==> config.mk <==
export PLATFORM = sky130hd
export DESIGN_NAME = pirq_ctrl
export DESIGN_NICKNAME = d
export VERILOG_FILES = /design/src/rtl/pirq_pkg.sv /design/src/rtl/pirq_req_stage.sv /design/src/rtl/pirq_arbiter.sv /design/src/rtl/pirq_lifo.sv /design/src/rtl/pirq_ctrl.sv
export SDC_FILE = /design/constraint.sdc
export NUM_CORES = 1
export LEC_CHECK = 0
export BUFFER_PORTS_ARGS = -buffer_cell sky130_fd_sc_hd__buf_2
export CELL_PAD_IN_SITES_DETAIL_PLACEMENT = 2
export CELL_PAD_IN_SITES_GLOBAL_PLACEMENT = 2
export CORE_UTILIZATION = 39
export CTS_CLUSTER_DIAMETER = 30
export DETAILED_ROUTE_END_ITERATION = 12
export GPL_TIMING_DRIVEN = 0
export PLACE_DENSITY = 0.82
export SLEW_MARGIN = 0
export SYNTH_ARGS = -nofsm -noshare
export SYNTH_HDL_FRONTEND = slang
export SYNTH_SLANG_ARGS = --single-unit
export TNS_END_PERCENT = 5
==> constraint.sdc <==
create_clock -name clk -period 14.3 [get_ports clk]
set_clock_uncertainty 0.05 [all_clocks]
set_input_delay 1.43 -clock clk [delete_from_list [all_inputs] [get_ports clk]]
set_output_delay 1.43 -clock clk [all_outputs]
set_load 0.05 [all_outputs]
==> src/rtl/pirq_pkg.sv <==
package pirq_pkg;
  localparam int VEC_W     = 9;
  localparam int ADR_CUR   = 'h00;
  localparam int ADR_ACK   = 'h01;
  localparam int ADR_EOI   = 'h02;
  localparam int ADR_STAT  = 'h03;
  localparam int ADR_PRIO0 = 'h20;
  localparam logic [VEC_W-1:0] SPURIOUS_VEC = '1;
endpackage

==> src/rtl/pirq_req_stage.sv <==
module pirq_req_stage #(
  parameter int N_SRC = 8
) (
  input  logic             clk,
  input  logic             rst,
  input  logic [N_SRC-1:0] src_in,
  output logic [N_SRC-1:0] src_q
);
  always_ff @(posedge clk) begin
    if (rst) src_q <= '0;
    else     src_q <= src_in;
  end
endmodule

==> src/rtl/pirq_arbiter.sv <==
module pirq_arbiter #(
  parameter int N_SRC  = 8,
  parameter int PRIO_W = 4,
  parameter int IDX_W  = 3
) (
  input  logic                    clk,
  input  logic                    rst,
  input  logic [N_SRC-1:0]        req,
  input  logic [N_SRC*PRIO_W-1:0] prio_flat,
  output logic                    win_valid,
  output logic [PRIO_W-1:0]       win_prio,
  output logic [IDX_W-1:0]        win_id
);
  logic [PRIO_W-1:0] best_p;
  logic [IDX_W-1:0]  best_i;

  // Scan from the top index down; ">=" lets a lower index take a tie.
  always_comb begin
    best_p = '0;
    best_i = '0;
    for (int i = N_SRC - 1; i >= 0; i--) begin
      if (req[i] && (prio_flat[i*PRIO_W +: PRIO_W] != '0) &&
          (prio_flat[i*PRIO_W +: PRIO_W] >= best_p)) begin
        best_p = prio_flat[i*PRIO_W +: PRIO_W];
        best_i = IDX_W'(i);
      end
    end
  end

  always_ff @(posedge clk) begin
    if (rst) begin
      win_valid <= 1'b0;
      win_prio  <= '0;
      win_id    <= '0;
    end else begin
      win_valid <= (best_p != '0);
      win_prio  <= best_p;
      win_id    <= best_i;
    end
  end

  assert_winner_requested_R3: assert property (@(posedge clk) disable iff (rst)
    win_valid |-> ((($past(req) >> win_id) & N_SRC'(1)) != '0));
endmodule

==> src/rtl/pirq_lifo.sv <==
module pirq_lifo #(
  parameter int DEPTH = 15,
  parameter int W     = 4,
  localparam int CNT_W = $clog2(DEPTH + 1)
) (
  input  logic             clk,
  input  logic             rst,
  input  logic             push,
  input  logic             pop,
  input  logic [W-1:0]     din,
  output logic [W-1:0]     dout,
  output logic [CNT_W-1:0] count,
  output logic             full,
  output logic             empty
);
  logic [W-1:0]     mem [DEPTH];
  logic [CNT_W-1:0] top_ptr;

  assign full    = (count == CNT_W'(DEPTH));
  assign empty   = (count == '0);
  assign top_ptr = count - 1'b1;
  assign dout    = empty ? '0 : mem[top_ptr];

  always_ff @(posedge clk) begin
    if (push && !full) mem[count] <= din;
  end

  always_ff @(posedge clk) begin
    if (rst)                   count <= '0;
    else if (push && !full)    count <= count + 1'b1;
    else if (pop && !empty)    count <= count - 1'b1;
  end

  assert_no_overflow_R8: assert property (@(posedge clk) disable iff (rst)
    (push && full) |=> (count == $past(count)));
  assert_pop_empty_R6: assert property (@(posedge clk) disable iff (rst)
    (pop && empty && !push) |=> empty);
endmodule

==> src/rtl/pirq_ctrl.sv <==
module pirq_ctrl
  import pirq_pkg::*;
#(
  parameter int N_SRC      = 8,
  parameter int PRIO_W     = 4,
  parameter int LIFO_DEPTH = 15,
  parameter int ADDR_W     = 6,
  parameter int DATA_W     = 16
) (
  input  logic              clk,
  input  logic              rst,
  input  logic [N_SRC-1:0]  irq_src,
  input  logic              nmi_in,
  output logic              nmi_out,
  output logic              irq_out,
  output logic [VEC_W-1:0]  irq_vec,
  input  logic              hw_ack,
  input  logic              bus_sel,
  input  logic              bus_wr,
  input  logic [ADDR_W-1:0] bus_addr,
  input  logic [DATA_W-1:0] bus_wdata,
  output logic [DATA_W-1:0] bus_rdata
);
  localparam int IDX_W = (N_SRC > 1) ? $clog2(N_SRC) : 1;
  localparam int CNT_W = $clog2(LIFO_DEPTH + 1);

  logic [N_SRC-1:0]        req_q;
  logic [N_SRC*PRIO_W-1:0] prio_flat;
  logic                    win_valid;
  logic [PRIO_W-1:0]       win_prio;
  logic [IDX_W-1:0]        win_id;
  logic [PRIO_W-1:0]       cur_q, lifo_dout, irq_prio_q, prio_rd;
  logic [CNT_W-1:0]        lifo_cnt;
  logic                    lifo_full, lifo_empty;
  logic                    irq_q, ovf_q;
  logic [VEC_W-1:0]        vec_q;
  logic                    rd_en, wr_en, ack_any, ack_take;
  logic                    eoi_do, pop_do, cur_wr, stat_wr;
  logic                    unused_wdata_hi;

  assign nmi_out = nmi_in;
  assign unused_wdata_hi = ^bus_wdata[DATA_W-1:PRIO_W];

  pirq_req_stage #(.N_SRC(N_SRC)) u_stage (
    .clk(clk), .rst(rst), .src_in(irq_src), .src_q(req_q)
  );

  pirq_arbiter #(.N_SRC(N_SRC), .PRIO_W(PRIO_W), .IDX_W(IDX_W)) u_arb (
    .clk(clk), .rst(rst), .req(req_q), .prio_flat(prio_flat),
    .win_valid(win_valid), .win_prio(win_prio), .win_id(win_id)
  );

  // Bus decode; an acknowledge outranks register writes in the same cycle.
  assign rd_en    = bus_sel && !bus_wr;
  assign wr_en    = bus_sel &&  bus_wr;
  assign ack_any  = hw_ack || (rd_en && bus_addr == ADDR_W'(ADR_ACK));
  assign ack_take = ack_any && irq_q;
  assign eoi_do   = wr_en && bus_addr == ADDR_W'(ADR_EOI) && !ack_any;
  assign pop_do   = eoi_do && !lifo_empty;
  assign cur_wr   = wr_en && bus_addr == ADDR_W'(ADR_CUR) && !ack_any;
  assign stat_wr  = wr_en && bus_addr == ADDR_W'(ADR_STAT);

  pirq_lifo #(.DEPTH(LIFO_DEPTH), .W(PRIO_W)) u_lifo (
    .clk(clk), .rst(rst), .push(ack_take), .pop(pop_do), .din(cur_q),
    .dout(lifo_dout), .count(lifo_cnt), .full(lifo_full), .empty(lifo_empty)
  );

  always_ff @(posedge clk) begin
    if (rst) prio_flat <= '0;
    else if (wr_en) begin
      for (int i = 0; i < N_SRC; i++) begin
        if (bus_addr == ADDR_W'(ADR_PRIO0 + i))
          prio_flat[i*PRIO_W +: PRIO_W] <= bus_wdata[PRIO_W-1:0];
      end
    end
  end

  always_comb begin
    prio_rd = '0;
    for (int i = 0; i < N_SRC; i++) begin
      if (bus_addr == ADDR_W'(ADR_PRIO0 + i)) prio_rd = prio_flat[i*PRIO_W +: PRIO_W];
    end
  end

  always_ff @(posedge clk) begin
    if (rst)           cur_q <= '0;
    else if (ack_take) cur_q <= irq_prio_q;
    else if (pop_do)   cur_q <= lifo_dout;
    else if (cur_wr)   cur_q <= bus_wdata[PRIO_W-1:0];
  end

  always_ff @(posedge clk) begin
    if (rst)                       ovf_q <= 1'b0;
    else if (ack_take && lifo_full) ovf_q <= 1'b1;
    else if (stat_wr)              ovf_q <= 1'b0;
  end

  // Mask stage: third register from the request pins.
  always_ff @(posedge clk) begin
    if (rst) begin
      irq_q      <= 1'b0;
      vec_q      <= '0;
      irq_prio_q <= '0;
    end else begin
      irq_q      <= !ack_take && win_valid && (win_prio > cur_q);
      vec_q      <= VEC_W'(win_id);
      irq_prio_q <= win_prio;
    end
  end

  assign irq_out = irq_q;
  assign irq_vec = vec_q;

  always_ff @(posedge clk) begin
    if (rst) bus_rdata <= '0;
    else if (rd_en) begin
      unique case (int'(bus_addr))
        ADR_CUR:  bus_rdata <= DATA_W'(cur_q);
        ADR_ACK:  bus_rdata <= ack_take ? DATA_W'({1'b1, vec_q}) : DATA_W'(SPURIOUS_VEC);
        ADR_STAT: bus_rdata <= DATA_W'({lifo_cnt, 3'b000, ovf_q});
        default:  bus_rdata <= DATA_W'(prio_rd);
      endcase
    end
  end

  assert_irq_above_mask_R2: assert property (@(posedge clk) disable iff (rst)
    irq_q |-> (irq_prio_q > $past(cur_q)));
  assert_vec_in_range_R3: assert property (@(posedge clk) disable iff (rst)
    irq_q |-> (vec_q < VEC_W'(N_SRC)));
  assert_ack_loads_level_R4: assert property (@(posedge clk) disable iff (rst)
    ack_take |=> (cur_q == $past(irq_prio_q)) && !irq_q);
  assert_eoi_restores_R6: assert property (@(posedge clk) disable iff (rst)
    pop_do |=> (cur_q == $past(lifo_dout)));
  assert_ovf_sticky_R8: assert property (@(posedge clk) disable iff (rst)
    (ovf_q && !stat_wr) |=> ovf_q);
endmodule

==> summary.txt <==
Run status
  • Status: complete, no violations

Floorplanning
  • Die Y-Extent: 137 µm
  • Starting Density: 0.397
  • Die ar.: 18800 µm²
  • Core Box Area: 17900 µm²
  • Die Span X: 137 µm
  • Row count: 49
  • I/O pin count: 63

Clocking
  • Skew-Pair Late Insertion Delay: 0.43 ns
  • PostCTS Resize Cnt: 0
  • CTS tree: done
  • Setup Fix Bufs, Post-CTS: 0
  • H-tree depth: 4
  • Num CTS Buffers: 17
  • Cts hold-fix bufs: 0
  • Clk buf depth: 2
  • Root buffer cell: clkbuf_16
  • Clock Pin Slew Worst Setup and Hold Paths: 0.06 ns
  • Clk sinks: 135

Logic synthesis
  • Sequential fraction of the synthesis area: 0.464
  • Synth top cells by count: 85 x nor2_1, 75 x dfxtp_1, 60 x edfxtp_1, 46 x mux2i_1, 46 x nand2_1
  • Synth top area share: 0.253
  • Cell variety after synth: 67
  • Synth area leaders: edfxtp_1 25%, dfxtp_1 21%, mux2i_1 6.5%
  • Syn Inst Count: 686
  • Synth Cell Area: 7110 µm²
  • Ys async rst share: 0
  • Post-synth EDFFs: 60
  • Cell taking the most area after synthesis: edfxtp_1
  • Primary FF master, synth: dfxtp_1
  • Most common cell in the netlist: nor2_1
  • Mean Syn Cell Area: 10.4 µm²
  • Synth warn: 0
  • Yosys reg bits: 135

Final layout
  • Layout cell share with drive strength beyond 1: 0.144
  • Number of diodes: 0
  • Fin nets: 815
  • Area delta synth->final: 14.5%

Detailed routing
  • Wire per inst: 24.9 µm
  • Initial DRC count: 454
  • Drc violations: 0
  • DR pass1 iterations: 5
  • Vias/cell: 5.91
  • Post-route ant nets: 0
  • Routed vias: 5843
  • DRT Wirelength: 24600 µm

Power
  • Sw frac: 0.248
  • Comb pwr share: 0.046
  • Maximum vdd drop: 0.0000887 V
  • Internal: 651 µW
  • Clk pwr share: 0.488
  • Switching power: 215 µW
  • Reg power frac: 0.465
  • Leak Pwr: 0.00296 µW
  • Pwr Density: 106 nW/µm²

Worst setup path
  • Worst-path fanout max: 9
  • Crit path max-delay cell type: mux2i_1
  • CP max stage delay: 0.50 ns
  • Arr. time, crit path: 12.57 ns
  • Worst path required time: 14.53 ns
  • Worst setup path category: reg -> reg
  • CP Launch Type: flip-flop
  • Critical Path End Type: flip-flop

STA
  • RSZ-0062 raised after global routing: false
  • Relative slew slack: 0.374
  • Post-Route Setup TNS: 0 ns
  • Final setup fails: 0
  • Worst Tran Pin Value: 0.932 ns
  • Final hold slack: 0.406 ns
  • Final Hold Fails: 0
  • Final worst path period share: 0.863
  • F_max: 81.1 MHz
  • Final Critical Period: 12.34 ns
  • Max-slew violations: 0

Hold path
  • Class of the worst hold path: reg -> reg

Placement
  • PortBufs: 30
  • HPWL after DPL: 17800 µm
  • RD Place Congestion: 0.804

Global route
  • Grt ovf: 0
  • Largest net degree at the start of global routing: 19
  • Vias in the first global route: 6412
  • First-pass GRT wire length: 37700 µm
  • Gr usage total: 0.277
  • Antenna violations before repair: 0

Flow run
  • Max Cap Viol: 0
stage by stage:
step | util | setup WS (ns) | std cells | power, µW | cell area [µm²]
6_report | 0.455 | 1.96 | 988 | 866 | 8140
3_5_place_dp | 0.424 | 2.12 | 956 | 450 | 7590
5_1_grt | 0.455 | 1.06 | 988 | 884 | 8140
4_1_cts | 0.455 | 2.02 | 988 | 867 | 8140
2_1_floorplan | - | 4.09 | 697 | 438 | 7150
3_3_place_gp | 0.424 | 2.77 | 956 | 449 | 7590
path summary, 6_finish.rpt:
path	start	to	depth (start not counted)	slack (ns)
worst max-delay path	u_stage.src_q[7]	u_arb.win_id[2]	54	1.96
worst min-delay path	bus_rdata[7]	bus_rdata[7]	2	0.41
worst max register to register	u_stage.src_q[7]	u_arb.win_id[2]	54	1.96
worst min register to register	bus_rdata[7]	bus_rdata[7]	2	0.41
sequential cells by signal (all words and copies together), names as in the netlist:
signal           flops
u_stage.src_q        8
u_arb.win_id         3
cur_q                4
u_arb.win_valid      1
prio_flat           32
ovf_q                1
bus_rdata           10
irq_out              1
u_lifo.mem          60
u_lifo.count         4
irq_prio_q           4
irq_vec              3
u_arb.win_prio       4
power by group through the flow:
| stage | combinational (µW) | sequential [µW] | clock [µW] |
|---|---|---|---|
| 6_report | 40.0 | 403 | 423 |
| 5_1_grt | 42.6 | 403 | 438 |
| 4_1_cts | 39.5 | 403 | 424 |
| 3_5_place_dp | 38.8 | 411 | 0 |
| 3_3_place_gp | 37.5 | 411 | 0 |
| 2_1_floorplan | 26.6 | 411 | 0 |
per-layer routing:
metal / vias to the layer above / GRT usage / part of all wire
li1: 2632 / - / -
met1: 3028 / 0.349 / 0.44
met2: 153 / 0.483 / 0.50
met3: 30 / 0.0430 / 0.037
met4: 0 / 0.0873 / 0.017
met5: - / 0 / 0
worst max-delay path, delay by kind of cell (launching register included):
| kind | cells | cell delay (ns) |
|---|---|---|
| AOI/OAI and AO/OA | 24 | 5.64 |
| and+or+nand+nor | 17 | 3.09 |
| adders and majority gates | 7 | 1.80 |
| buffers and inverters | 5 | 0.77 |
| muxes | 1 | 0.50 |
| DFF | 1 | 0.31 |
final cells by class:
| cell class | instances | area [µm²] |
|---|---|---|
| fill | 1917 | 9760 |
| clock inverter | 15 | 126 |
| timing repair buffer | 30 | 150 |
| inverter | 23 | 86.3 |
| multi-input combinational | 493 | 3540 |
| tap | 229 | 287 |
| clock buffer | 17 | 425 |
| buffer | 46 | 226 |
| sequential | 135 | 3300 |
cell usage in the layout, fill, tap and decap left out, types with 13 or more instances in the layout:
| cell | n |
|---|---|
| buf_4 | 13 |
| dfxtp_1 | 75 |
| mux2i_1 | 46 |
| nor2_1 | 85 |
| edfxtp_1 | 60 |
| nor3_1 | 15 |
| nand2_1 | 46 |
| clkbuf_16 | 17 |
| nand2b_1 | 15 |
| a21oi_1 | 41 |
| o21ai_0 | 28 |
| ha_1 | 33 |
| nor2b_1 | 18 |
| mux4_2 | 15 |
| inv_1 | 23 |
| clkbuf_1 | 30 |
| buf_2 | 30 |
logic make-up (layout without fill, tap and decap cells):
family                     count (synthesis)  after routing  share of synthesized area
AOI/OAI and AO/OA                        148            148                      0.149
xor gates and xnor gates                   4              4                    0.00492
adders and majority gates                 33             33                     0.0580
buffers and inverters                     69            131                     0.0440
DFF                                      135            135                      0.464
muxes                                     64             64                      0.119
other                                      1             12                   0.000527
and+or+nand+nor                          232            232                      0.160
(Power assumes the default switching activity.)
